File: src/rtl/i2cdac_pkg.sv
package i2cdac_pkg;

    typedef enum logic [2:0] {
        ST_IDLE,
        ST_ADDR,
        ST_CMD,
        ST_DHI,
        ST_DLO,
        ST_ACK,
        ST_SKIP
    } st_e;

    localparam int BYTE_W = 8;

endpackage

File: src/rtl/i2cdac_sync.sv
module i2cdac_sync #(
    parameter int STAGES = 2
) (
    input  logic clk,
    input  logic rst_n,
    input  logic scl_i,
    input  logic sda_i,
    output logic scl_s,
    output logic sda_s,
    output logic scl_rise,
    output logic scl_fall,
    output logic start_det,
    output logic stop_det
);

    logic [STAGES-1:0] scl_ff;
    logic [STAGES-1:0] sda_ff;
    logic              scl_d;
    logic              sda_d;

    always_ff @(posedge clk) begin
        if (!rst_n) begin
            scl_ff <= '1;
            sda_ff <= '1;
            scl_d  <= 1'b1;
            sda_d  <= 1'b1;
        end else begin
            scl_ff <= {scl_ff[STAGES-2:0], scl_i};
            sda_ff <= {sda_ff[STAGES-2:0], sda_i};
            scl_d  <= scl_ff[STAGES-1];
            sda_d  <= sda_ff[STAGES-1];
        end
    end

    assign scl_s     = scl_ff[STAGES-1];
    assign sda_s     = sda_ff[STAGES-1];
    assign scl_rise  = scl_s & ~scl_d;
    assign scl_fall  = ~scl_s & scl_d;
    assign start_det = scl_s & scl_d & sda_d & ~sda_s;
    assign stop_det  = scl_s & scl_d & ~sda_d & sda_s;

endmodule

File: src/rtl/i2cdac_fsm.sv
module i2cdac_fsm
    import i2cdac_pkg::*;
#(
    parameter int ADDR_W = 7
) (
    input  logic                  clk,
    input  logic                  rst_n,
    input  logic                  sda_s,
    input  logic                  scl_rise,
    input  logic                  scl_fall,
    input  logic                  start_det,
    input  logic                  stop_det,
    input  logic [ADDR_W-1:0]     dev_addr,
    output logic                  sda_pull,
    output logic                  commit,
    output logic [BYTE_W-1:0]     cmd_byte,
    output logic [2*BYTE_W-1:0]   data_word
);

    localparam int CNT_W = $clog2(BYTE_W + 1);

    st_e               st, nxt;
    st_e               ack_of;
    logic [BYTE_W-1:0] shreg;
    logic [BYTE_W-1:0] dhi_q;
    logic [CNT_W-1:0]  bitcnt;
    logic              rw_q;
    logic              receiving;
    logic              byte_done;

    assign receiving = (st == ST_ADDR) || (st == ST_CMD) ||
                       (st == ST_DHI)  || (st == ST_DLO);
    assign byte_done = receiving && scl_fall && (bitcnt == CNT_W'(BYTE_W));

    // state register
    always_ff @(posedge clk) begin
        if (!rst_n) st <= ST_IDLE;
        else        st <= nxt;
    end

    // next-state logic
    always_comb begin
        nxt = st;
        if (start_det) begin
            nxt = ST_ADDR;
        end else if (stop_det) begin
            nxt = ST_IDLE;
        end else begin
            unique case (st)
                ST_IDLE: nxt = ST_IDLE;
                ST_ADDR: if (byte_done)
                             nxt = (shreg[BYTE_W-1:1] == dev_addr) ? ST_ACK : ST_SKIP;
                ST_CMD,
                ST_DHI,
                ST_DLO:  if (byte_done) nxt = ST_ACK;
                ST_ACK:  if (scl_fall) begin
                             unique case (ack_of)
                                 ST_ADDR: nxt = rw_q ? ST_SKIP : ST_CMD;
                                 ST_CMD:  nxt = ST_DHI;
                                 ST_DHI:  nxt = ST_DLO;
                                 default: nxt = ST_SKIP;
                             endcase
                         end
                ST_SKIP: nxt = ST_SKIP;
                default: nxt = ST_IDLE;
            endcase
        end
    end

    // outputs and datapath
    always_ff @(posedge clk) begin
        if (!rst_n) begin
            shreg    <= '0;
            dhi_q    <= '0;
            cmd_byte <= '0;
            bitcnt   <= '0;
            rw_q     <= 1'b0;
            ack_of   <= ST_ADDR;
            sda_pull <= 1'b0;
        end else if (start_det || stop_det) begin
            bitcnt   <= '0;
            sda_pull <= 1'b0;
        end else begin
            if (receiving && scl_rise && (bitcnt < CNT_W'(BYTE_W))) begin
                shreg  <= {shreg[BYTE_W-2:0], sda_s};
                bitcnt <= bitcnt + 1'b1;
            end
            if (byte_done) begin
                bitcnt   <= '0;
                ack_of   <= st;
                sda_pull <= (nxt == ST_ACK);
                if (st == ST_ADDR) rw_q     <= shreg[0];
                if (st == ST_CMD)  cmd_byte <= shreg;
                if (st == ST_DHI)  dhi_q    <= shreg;
            end
            if ((st == ST_ACK) && scl_fall) sda_pull <= 1'b0;
        end
    end

    assign commit    = (st == ST_ACK) && scl_fall && (ack_of == ST_DLO) &&
                       !start_det && !stop_det;
    assign data_word = {dhi_q, shreg};

endmodule

File: src/rtl/i2cdac_out_reg.sv
module i2cdac_out_reg #(
    parameter int IDX_W  = 8,
    parameter int DATA_W = 16
) (
    input  logic              clk,
    input  logic              rst_n,
    input  logic              commit,
    input  logic [IDX_W-1:0]  idx_in,
    input  logic [DATA_W-1:0] data_in,
    output logic [IDX_W-1:0]  idx_q,
    output logic [DATA_W-1:0] data_q,
    output logic              stb_q
);

    always_ff @(posedge clk) begin
        if (!rst_n) begin
            idx_q  <= '0;
            data_q <= '0;
            stb_q  <= 1'b0;
        end else begin
            stb_q <= commit;
            if (commit) begin
                idx_q  <= idx_in;
                data_q <= data_in;
            end
        end
    end

endmodule

File: src/rtl/i2cdac_wr_target.sv
module i2cdac_wr_target
    import i2cdac_pkg::*;
#(
    parameter int ADDR_W    = 7,
    parameter int SYNC_STG  = 2
) (
    input  logic                  clk,
    input  logic                  rst_n,
    input  logic                  scl_i,
    input  logic                  sda_i,
    input  logic [ADDR_W-1:0]     dev_addr,
    output logic                  sda_pull_o,
    output logic [BYTE_W-1:0]     upd_idx_o,
    output logic [2*BYTE_W-1:0]   upd_data_o,
    output logic                  upd_stb_o
);

    localparam int DATA_W = 2 * BYTE_W;

    logic              scl_s, sda_s, scl_rise, scl_fall, start_det, stop_det;
    logic              commit;
    logic [BYTE_W-1:0] cmd_byte;
    logic [DATA_W-1:0] data_word;

    i2cdac_sync #(.STAGES(SYNC_STG)) u_sync (
        .clk       (clk),
        .rst_n     (rst_n),
        .scl_i     (scl_i),
        .sda_i     (sda_i),
        .scl_s     (scl_s),
        .sda_s     (sda_s),
        .scl_rise  (scl_rise),
        .scl_fall  (scl_fall),
        .start_det (start_det),
        .stop_det  (stop_det)
    );

    i2cdac_fsm #(.ADDR_W(ADDR_W)) u_fsm (
        .clk       (clk),
        .rst_n     (rst_n),
        .sda_s     (sda_s),
        .scl_rise  (scl_rise),
        .scl_fall  (scl_fall),
        .start_det (start_det),
        .stop_det  (stop_det),
        .dev_addr  (dev_addr),
        .sda_pull  (sda_pull_o),
        .commit    (commit),
        .cmd_byte  (cmd_byte),
        .data_word (data_word)
    );

    i2cdac_out_reg #(.IDX_W(BYTE_W), .DATA_W(DATA_W)) u_out (
        .clk     (clk),
        .rst_n   (rst_n),
        .commit  (commit),
        .idx_in  (cmd_byte),
        .data_in (data_word),
        .idx_q   (upd_idx_o),
        .data_q  (upd_data_o),
        .stb_q   (upd_stb_o)
    );

endmodule

File: config.mk
export PLATFORM = sky130hd
export DESIGN_NAME = i2cdac_wr_target
export DESIGN_NICKNAME = d
export VERILOG_FILES = /design/src/rtl/i2cdac_pkg.sv /design/src/rtl/i2cdac_sync.sv /design/src/rtl/i2cdac_fsm.sv /design/src/rtl/i2cdac_out_reg.sv /design/src/rtl/i2cdac_wr_target.sv
export SDC_FILE = /design/constraint.sdc
export NUM_CORES = 1
export LEC_CHECK = 0
export BUFFER_PORTS_ARGS = -buffer_cell sky130_fd_sc_hd__buf_2
export CORE_MARGIN = 1
export CORE_UTILIZATION = 55
export DETAILED_ROUTE_END_ITERATION = 12
export PLACE_DENSITY = 0.76
export SLEW_MARGIN = 20
export SYNTH_ARGS = -nofsm -noshare
export SYNTH_HDL_FRONTEND = slang
export SYNTH_HIERARCHICAL = 1
export SYNTH_SLANG_ARGS = --single-unit
File: constraint.sdc
create_clock -name clk -period 3 [get_ports clk]
set_clock_uncertainty 0.15 [all_clocks]
set_input_delay 0.15 -clock clk [delete_from_list [all_inputs] [get_ports clk]]
set_output_delay 0.15 -clock clk [all_outputs]
set_load 0.005 [all_outputs]
==> results.yml <==
worst_setup_path:
  worstPathRequired_ns: 3.08
  path_class: "reg2reg"
  crit_end: "u_fsm/cmd_byte[1]"
  reg2reg_to: "u_fsm/cmd_byte[1]"
  reg2reg_depth: 5
  startpoint: "u_sync/scl_d"
  r2r-start: "u_sync/scl_d"
  cp_max_fo: 8
  crit_arrival_ns: 2.46
  critPathCaptureType: "register"
  cp-start-kind: "register"
  r2r_slack_ns: 0.63
floorplanning:
  initial_core_util_pct: 57.3
  dieArea_mm2: 0.00561
  ios: 37
  core_mm2: 0.00511
  die_w_um: 74.9
  rows: 26
  die-height_um: 74.9
yosys:
  yosys_warnings: 6
  synth.most_common_cell: "dfxtp_1"
  synthesis.instances: 281
  async_flop_share_pct: 0
  avgSynthCellArea_um2: 10.4
  yosysSeqAreaShare_pct: 45.9
  ys_top_cells_by_area: "dfxtp_1 46%, mux2i_1 15%, nor2b_1 9.6%"
  synth-edff-count: 0
  synthFlopType: "dfxtp_1"
  synth_fp_nets: 294
  ys_ff_latch: 67
  yosysUniqueCellTypes: 48
  synth_top_area_share_pct: 45.9
  ys_top_cells_by_count: "67 x dfxtp_1, 45 x nor2b_1, 43 x mux2i_1"
  synth_area_leader_cell: "dfxtp_1"
  syn_area_mm2: 0.00293
sta:
  max_freq_mhz: 421
  hold_viol: 0
  period_share_pct: 79.2
  setup_tns_ns: 0
  worstMarginPinSlew_ns: 0.698
  slew_headroom_pct: 53.1
  rsz0062_at_grt: "false"
  fin_crit_ns: 2.37
  slew_viol_final: 0
  timing.final.setup_violations: 0
grt:
  grt_use_total_pct: 19.9
  grt_pass1_vias: 1871
  grt_pass1_wl_um: 8220
  grt_overflow: 0
  antenna_found_initial: 0
  grt_max_degree: 48
clock_tree:
  cts.path.max_buffers: 2
  cts_tree: "done"
  cts_buffers: 9
  clock_sink_count: 67
  cts-hold-fix-buffers: 2
  post_cts_resized: 0
  cts_setup_buffers: 0
  clock_latency_ns: 0.34
  h-tree-depth: 3
  clk_pin_slew_ns: 0.08
  root_buffer: "clkbuf_8"
drt:
  drc_errors: 0
  viasPerCell: 5.21
  ant_nets: 0
  drt_iter0_markers: 103
  num_vias: 2046
  drt_wl_total_um: 5140
  detail_route.wl_per_cell_um: 13.1
  first_pass_iters: 4
layout:
  area_growth_pct: 13.3
  fin_cells: 393
  diodes: 0
  fin_nets: 331
  stdcell_area_mm2: 0.00332
  fill_cells: 435
  fin_util_pct: 64.9
  drive_above_1_share_pct: 22.0
power_and_ir_drop:
  p_leak_nw: 1.29
  p_seq_share_pct: 52.4
  clkPwrFrac_pct: 44.7
  power_density_mw_per_mm2: 514
  power.switching_w: 0.000393
  internal-power_w: 0.00131
  vdd_ir_drop_max_v: 0.000310
  power_frac_comb_pct: 2.9
  swShare_pct: 23.0
run:
  cap_viol_max_count: 0
place:
  place_area_mm2: 0.00309
  dp.cells: 375
  dp_hpwl_um: 3520
  port_buffers: 36
  routabilityCongestion: 0.937
status:
  status: "complete, no violations"
worst_hold_path:
  hp-class: "in2reg"
[layer usage]
layer / share of wire (%) / track usage [%]
met1: 50 / 24.6
met2: 44 / 30.5
met3: 3.9 / 4.69
met4: 2.2 / 13.8
met5: 0 / 0
[flip-flops by register name (all words and copies together), names as in the netlist]
signal          cells
u_fsm/ack_of        3
u_fsm/bitcnt        4
u_fsm/cmd_byte      8
u_fsm/dhi_q         8
u_fsm/rw_q          1
u_fsm/sda_pull      1
u_fsm/shreg         8
u_fsm/st            3
u_out/data_q       16
u_out/idx_q         8
u_out/stb_q         1
u_sync/scl_d        1
u_sync/scl_ff       2
u_sync/sda_d        1
u_sync/sda_ff       2
[worst max-delay path, cell delays in order, from the launching register on]
cell and delay (ns):
dfxtp_1 0.35, nor2b_1 0.30, nand4b_1 0.37, nor4_4 0.71, mux2i_1 0.31, nor2b_1 0.07
[layout by cell type, fill, tap and decap left out, types with 3 or more instances in the layout]
| master | netlist | layout |
|---|---|---|
| dfxtp_1 | 67 | 67 |
| nor2b_1 | 45 | 45 |
| mux2i_1 | 43 | 43 |
| buf_2 | 1 | 36 |
| nand2_1 | 15 | 15 |
| clkbuf_8 | 0 | 9 |
| nand2b_1 | 9 | 9 |
| o21ai_2 | 8 | 8 |
| nor2_1 | 7 | 7 |
| nand3_1 | 7 | 7 |
| o21ai_0 | 6 | 6 |
| inv_1 | 5 | 5 |
| xnor2_1 | 5 | 5 |
| inv_6 | 0 | 4 |
| a21oi_1 | 4 | 4 |
| buf_4 | 1 | 3 |
| and4b_1 | 3 | 3 |
| xor2_1 | 3 | 3 |
| nand4_1 | 3 | 3 |
[layout make-up]
type | instances | area (um2) | share of cell area (%)
Multi-Input combinational cell | 194 | 1440 | 43.4
Sequential cell | 67 | 1340 | 40.5
Timing Repair Buffer | 41 | 223 | 6.72
Clock buffer | 9 | 124 | 3.74
Tap cell | 70 | 87.6 | 2.64
Clock inverter | 7 | 81.3 | 2.45
Inverter | 5 | 18.8 | 0.566
[worst min-delay path by stage]
stage,start,end,cells past startpoint
2_1_floorplan,rst_n,u_sync/scl_ff[1],1
3_3_place_gp,sda_i,u_sync/sda_ff[0],2
3_5_place_dp,sda_i,u_sync/sda_ff[0],2
4_1_cts,rst_n,u_fsm/ack_of[0],2
5_1_grt,rst_n,u_sync/scl_d,2
6_report,rst_n,u_fsm/ack_of[0],2
[cells by family after synthesis]
family	count (synthesis)	synth area share [%]
and+or+nand+nor	110	23.6
DFF	67	45.9
muxes	43	14.7
AOI/OAI and AO/OA	31	7.70
buffers and inverters	20	4.92
xor gates and xnor gates	8	2.40
adders and majority gates	2	0.855
[power by group through the flow]
| stage | logic, W | registers [W] | clock network [W] |
|---|---|---|---|
| global route | 0.0000530 | 0.000894 | 0.000821 |
| floorplan | 0.0000307 | 0.000914 | 0 |
| finish | 0.0000488 | 0.000893 | 0.000762 |
| CTS | 0.0000488 | 0.000893 | 0.000787 |
| global placement | 0.0000469 | 0.000914 | 0 |
| detailed placement | 0.0000468 | 0.000914 | 0 |
[stage by stage]
stage                     total power, W  hold slack, ns  setup WS [ns]
final                            0.00170          0.0282          0.625
after CTS                        0.00173          0.0107          0.652
after global routing             0.00177          0.0543          0.455
after global placement          0.000961           0.184          0.818
after detailed placement        0.000961           0.188          0.683
after floorplan                 0.000944          0.0730          0.890
No activity file was read; power rests on OpenSTA's default activity.
